--- config.mk ---
export PLATFORM = sky130hd
export DESIGN_NAME = osd_edge_gen
export DESIGN_NICKNAME = d
export VERILOG_FILES = /design/src/rtl/osd_edge_pkg.sv /design/src/rtl/osd_edge_ctl.sv /design/src/rtl/osd_edge_dp.sv /design/src/rtl/osd_edge_gen.sv
export SDC_FILE = /design/constraint.sdc
export NUM_CORES = 1
export LEC_CHECK = 0
export BUFFER_PORTS_ARGS = -buffer_cell sky130_fd_sc_hd__clkbuf_2
export CAP_MARGIN = 20
export CORE_AREA = 8 8 83 85
export CTS_CLUSTER_SIZE = 25
export DETAILED_ROUTE_END_ITERATION = 6
export DIE_AREA = 0 0 91 93
export HOLD_SLACK_MARGIN = 0.02
export PLACE_DENSITY = 0.57
export SYNTH_ARGS = -nofsm -noshare
export SYNTH_HDL_FRONTEND = slang
export SYNTH_SLANG_ARGS = --single-unit
--- constraint.sdc ---
create_clock -name dotClk -period 2.3 [get_ports dotClk]
set_input_delay 0.46 -clock dotClk [delete_from_list [all_inputs] [get_ports dotClk]]
set_output_delay 0.46 -clock dotClk [all_outputs]
set_load 0.05 [all_outputs]
--- src/rtl/osd_edge_pkg.sv ---
package osd_edge_pkg;

  // Strobes handed from the sequencer to the dot datapath
  typedef struct packed {
    logic load;    // capture a new cell this edge
    logic shift;   // advance to the next dot this edge
    logic active;  // the dot window holds a valid dot
  } ctlStrobes_t;

endpackage

--- src/rtl/osd_edge_ctl.sv ---
module osd_edge_ctl
  import osd_edge_pkg::*;
#(
  parameter int CELL_W = 10
) (
  input  logic        dotClk,
  input  logic        rstN,
  input  logic        cellStart,
  output ctlStrobes_t strb
);

  localparam int CNT_W = $clog2(CELL_W);
  localparam logic [CNT_W-1:0] LAST_DOT = CNT_W'(CELL_W - 1);

  logic             active;
  logic [CNT_W-1:0] dotCnt;

  always_ff @(posedge dotClk or negedge rstN) begin
    if (!rstN) begin
      active <= 1'b0;
      dotCnt <= '0;
    end else if (cellStart) begin
      active <= 1'b1;
      dotCnt <= '0;
    end else if (active) begin
      if (dotCnt == LAST_DOT) begin
        active <= 1'b0;
        dotCnt <= '0;
      end else begin
        dotCnt <= dotCnt + 1'b1;
      end
    end
  end

  always_comb begin
    strb.load   = cellStart;
    strb.shift  = active && !cellStart;
    strb.active = active;
  end


  cnt_range_chk: assert property (@(posedge dotClk) disable iff (!rstN)
    active |-> (dotCnt <= LAST_DOT));


  restart_chk: assert property (@(posedge dotClk) disable iff (!rstN)
    cellStart |=> (active && dotCnt == '0));

endmodule

--- src/rtl/osd_edge_dp.sv ---
module osd_edge_dp
  import osd_edge_pkg::*;
#(
  parameter int CELL_W = 10
) (
  input  logic              dotClk,
  input  logic              rstN,
  input  ctlStrobes_t       strb,
  input  logic [CELL_W-1:0] rowPrev,
  input  logic [CELL_W-1:0] rowCur,
  input  logic [CELL_W-1:0] rowNext,
  input  logic              leftNbr,
  input  logic              rightNbr,
  input  logic              aboveValid,
  input  logic              belowValid,
  input  logic              edgeEn,
  input  logic              shadowSel,
  output logic              fgDot,
  output logic              edgeDot
);

  localparam int EXT_W = CELL_W + 2;

  // Current row with one boundary dot on each side
  logic [EXT_W-1:0]  curSh;
  logic [CELL_W-1:0] prevSh;
  logic [CELL_W-1:0] nextSh;
  logic              enQ;
  logic              shadowQ;

  always_ff @(posedge dotClk or negedge rstN) begin
    if (!rstN) begin
      curSh   <= '0;
      prevSh  <= '0;
      nextSh  <= '0;
      enQ     <= 1'b0;
      shadowQ <= 1'b0;
    end else if (strb.load) begin
      curSh   <= {leftNbr, rowCur, rightNbr};
      prevSh  <= aboveValid ? rowPrev : '0;
      nextSh  <= belowValid ? rowNext : '0;
      enQ     <= edgeEn;
      shadowQ <= shadowSel;
    end else if (strb.shift) begin
      curSh   <= {curSh[EXT_W-2:0], 1'b0};
      prevSh  <= {prevSh[CELL_W-2:0], 1'b0};
      nextSh  <= {nextSh[CELL_W-2:0], 1'b0};
    end
  end

  // Neighbourhood of the dot now at the window
  logic nLeft, nCenter, nRight, nUp, nDown;
  logic nearGlyph, edgeNow;

  always_comb begin
    nLeft   = curSh[EXT_W-1];
    nCenter = curSh[EXT_W-2];
    nRight  = curSh[EXT_W-3];
    nUp     = prevSh[CELL_W-1];
    nDown   = nextSh[CELL_W-1];
    if (shadowQ) nearGlyph = nLeft | nUp;
    else         nearGlyph = nLeft | nRight | nUp | nDown;
    edgeNow = enQ && !nCenter && nearGlyph;
  end

  always_ff @(posedge dotClk or negedge rstN) begin
    if (!rstN) begin
      fgDot   <= 1'b0;
      edgeDot <= 1'b0;
    end else begin
      fgDot   <= strb.active && nCenter;
      edgeDot <= strb.active && edgeNow;
    end
  end


  edge_excl_chk: assert property (@(posedge dotClk) disable iff (!rstN)
    !(fgDot && edgeDot));


  en_off_chk: assert property (@(posedge dotClk) disable iff (!rstN)
    !enQ |=> !edgeDot);


  shadow_side_chk: assert property (@(posedge dotClk) disable iff (!rstN)
    (shadowQ && !curSh[EXT_W-1] && !prevSh[CELL_W-1]) |=> !edgeDot);


  idle_quiet_chk: assert property (@(posedge dotClk) disable iff (!rstN)
    !strb.active |=> (!fgDot && !edgeDot));

endmodule

--- src/rtl/osd_edge_gen.sv ---
module osd_edge_gen
  import osd_edge_pkg::*;
#(
  parameter int CELL_W = 10
) (
  input  logic              dotClk,
  input  logic              rstN,
  input  logic              cellStart,
  input  logic [CELL_W-1:0] rowPrev,
  input  logic [CELL_W-1:0] rowCur,
  input  logic [CELL_W-1:0] rowNext,
  input  logic              leftNbr,
  input  logic              rightNbr,
  input  logic              aboveValid,
  input  logic              belowValid,
  input  logic              edgeEn,
  input  logic              shadowSel,
  output logic              fgDot,
  output logic              edgeDot
);

  ctlStrobes_t strb;

  osd_edge_ctl #(.CELL_W(CELL_W)) i_ctl (
    .dotClk    (dotClk),
    .rstN      (rstN),
    .cellStart (cellStart),
    .strb      (strb)
  );

  osd_edge_dp #(.CELL_W(CELL_W)) i_dp (
    .dotClk     (dotClk),
    .rstN       (rstN),
    .strb       (strb),
    .rowPrev    (rowPrev),
    .rowCur     (rowCur),
    .rowNext    (rowNext),
    .leftNbr    (leftNbr),
    .rightNbr   (rightNbr),
    .aboveValid (aboveValid),
    .belowValid (belowValid),
    .edgeEn     (edgeEn),
    .shadowSel  (shadowSel),
    .fgDot      (fgDot),
    .edgeDot    (edgeDot)
  );


  reset_quiet_chk: assert property (@(posedge dotClk)
    !rstN |=> (!fgDot && !edgeDot));

endmodule

==> run_results.csv <==
group,metric,value,unit
outcome,status,"finished, final reports clean",
logic_synthesis,ys_seq_area_share,54.52,%
cts,cts_inserted_buffers,5,
power,p_sw,0.3581,mW
power,p_int,1.120,mW
power,power_density,659.4,nW/um^2
timing,clock.fmax,722.7,MHz
layout,num-nets-final,259,
floorplanning,die_area,8463,um^2
floorplanning,ioPinCount,41,
critical_path,critPathKind,"register to register",
timing,min_period_over_period,60.16,%
power,p_clk_share,34.5,%
cts,clockBufferDepth,2,
floorplanning,start_util,33.16,%
run,drv_cap,0,
logic_synthesis,yosys_warnings,0,
routing,antenna_left,0,
grt,overflow,0,
layout,final_core_util,39.51,%
logic_synthesis,syn_area,1882,um^2
critical_path,start_kind,"register",
timing,tns,0,ps
cts,hold_buffers,0,
routing,drt_iter0_markers,59,
cts,clk_latency,290,ps
timing,worstMarginPinSlew,610.7,ps
floorplanning,die_h,93,um
grt,antenna_found_initial,0,
cts,postCtsSetupBuffers,0,
critical_path,max_stage_delay,430,ps
power,seq_power_share,54.7,%
layout,diodes,0,
logic_synthesis,ys_ff_latch,41,
placed_design,routabilityCongestion,0.7580,
layout,fin_cells,294,
worst_hold_path,hold_path_class,"input port to asynchronous set/reset pin",
routing,num_vias,1343,
logic_synthesis,netlist_instances,177,
critical_path,path_cells,"ha_1 > nand3b_1 > or3b_1 > a21oi_1",
layout,syn2layout_area_growth,19.15,%
power,leakage,1.237,nW
logic_synthesis,yosysTopAreaCellShare,54.52,%
placed_design,portBuffers,40,
critical_path,crit_required,2520,ps
logic_synthesis,synth.most_common_cell,"dfrtp_1",
logic_synthesis,synthTopCellsByCount,"41 x dfrtp_1, 36 x nand2_1, 33 x o21ai_0",
grt,track_usage,10.20,%
critical_path,end_kind,"register",
logic_synthesis,syn_area_per_cell,10.63,um^2
cts,clock_sinks,41,
timing,slew_viol_final,0,
critical_path,worstPathArrival,1600,ps
logic_synthesis,synth_top_area_cell,"dfrtp_1",
timing,setup_viol,0,
power,pwr-share-comb,10.9,%
routing,dr.pass1.iters,4,
floorplanning,die_width,91,um
power,ir_worst_vdd,265.3,uV
grt,grt_pass1_vias,1460,
timing,slew_headroom,59.29,%
logic_synthesis,ys.flop_type,"dfrtp_1",
placed_design,placedCellCount,286,
cts,cts_resized,0,
logic_synthesis,postSynth.asyncResetShare,100.0,%
routing,drc,0,
cts,cts_tree,"done",
placed_design,dp_hpwl,2878,um
logic_synthesis,synth_area_leaders,"dfrtp_1 55%, mux2i_1 15%, o21ai_0 8.8%",
timing,finClkSkew,3.001,ps
timing,hold_viol_final,0,
routing,routed_wl,3947,um
cts,cts_max_level,2,
routing,wire_per_inst,13.43,um
grt,grt_pass1_wl,6934,um
critical_path,cp_slowest_cell,"dfrtp_1",
cts,cts-root-buf,"clkbuf_8",
critical_path,cp_max_fo,6,
floorplanning,design.core.area,5675,um^2
timing,rsz0062_at_grt,"false",
routing,avgViaCountPerCell,4.568,
logic_synthesis,synth.distinct_cells,21,
floorplanning,fp-row-count,28,
timing,holdWs,168.9,ps
cts,clk_pin_slew,70,ps
power,swShare,24.22,%
timing,fin_crit,1384,ps
layout,drive_above_1_share,26.03,%
grt,grt_start_max_net_pins,27,
logic_synthesis,synth_edf_count,0,
logic_synthesis,syn_nets,218,
[critical path: cells and delay by family, from the launching register on]
family                     cells  cell delay (ps)
AOI/OAI and AO/OA              1              130
adders and majority gates      1              230
DFF                            1              430
and+or+nand+nor                2              520
[cell families (layout without fill, tap and decap cells)]
| group | count (synthesis) | after routing | share of synthesized area (%) |
|---|---|---|---|
| adders and majority gates | 2 | 2 | 1.330 |
| and+or+nand+nor | 49 | 49 | 11.97 |
| buffers and inverters | 14 | 56 | 4.521 |
| DFF | 41 | 41 | 54.52 |
| AOI/OAI and AO/OA | 41 | 41 | 11.57 |
| muxes | 30 | 30 | 16.09 |
[cells in the final DEF (no fill, tap or decap), drive strengths merged]
master,count
clkbuf,47
dfrtp,41
nand2,37
o21ai,33
mux2i,28
a21oi,5
buf,5
inv,3
nand3b,3
and2,3
nor2,2
and4b,2
a32o,2
mux2,2
ha,2
a21boi,1
nand2b,1
or3b,1
clkinv,1
[layout make-up]
type | instances | area [um^2]
fill | 590 | 3433
sequential | 41 | 1027
multi-input combinational | 122 | 770.7
timing repair buffer | 45 | 237.7
clock buffer | 7 | 96.34
tap | 75 | 93.84
inverter | 3 | 11.26
clock inverter | 1 | 5.005
[per-layer routing]
layer | wire [um] | up-vias | global-route usage (%) | part of all wire [%]
met5 | 0 | - | 0 | 0
met4 | 74 | 0 | 4.911 | 1.9
met3 | 161 | 4 | 2.885 | 4.1
met2 | 1825 | 25 | 15.84 | 46
met1 | 1885 | 626 | 12.84 | 48
li1 | - | 688 | - | -
[power by group through the flow]
stage | Combinational, mW | Sequential (mW) | Clock (mW)
finish | 0.161 | 0.808 | 0.510
global route | 0.186 | 0.817 | 0.566
CTS | 0.165 | 0.809 | 0.529
detailed placement | 0.164 | 0.823 | 0
global placement | 0.163 | 0.822 | 0
floorplan | 0.0841 | 0.825 | 0
[state kept, by name, summed over array words and instances, names as in the netlist]
register,cells
i_ctl.active,1
i_ctl.dotCnt,4
i_dp.curSh,12
i_dp.edgeDot,1
i_dp.enQ,1
i_dp.fgDot,1
i_dp.nextSh,10
i_dp.prevSh,10
i_dp.shadowQ,1
[metrics by stage]
step / area (um^2) / setup WS (ps) / total power [mW]
global placement: 2141 / 830.9 / 0.9852
finish: 2242 / 916.3 / 1.478
CTS: 2242 / 894.4 / 1.503
global route: 2242 / 772.1 / 1.569
floorplan: 1882 / 1045 / 0.9095
detailed placement: 2141 / 813.0 / 0.9875
[final timing paths]
check / slack [ps] / start / cells past startpoint / end
worst min-delay path: 170 / rstN / 1 / i_ctl.dotCnt[0]$_DFFE_PN0P_
worst max-delay path: 920 / i_ctl.dotCnt[0]$_DFFE_PN0P_ / 4 / i_ctl.dotCnt[2]$_DFFE_PN0P_
min in group dotClk: 370 / rowNext[6] / 3 / i_dp.nextSh[6]$_DFFE_PN0P_
max in group asynchronous: 1480 / rstN / 2 / i_dp.enQ$_DFFE_PN0P_
worst min register to register: 510 / i_dp.enQ$_DFFE_PN0P_ / 1 / i_dp.enQ$_DFFE_PN0P_
worst max register to register: 920 / i_ctl.dotCnt[0]$_DFFE_PN0P_ / 4 / i_ctl.dotCnt[2]$_DFFE_PN0P_
No activity file was read; power rests on OpenSTA's default activity.
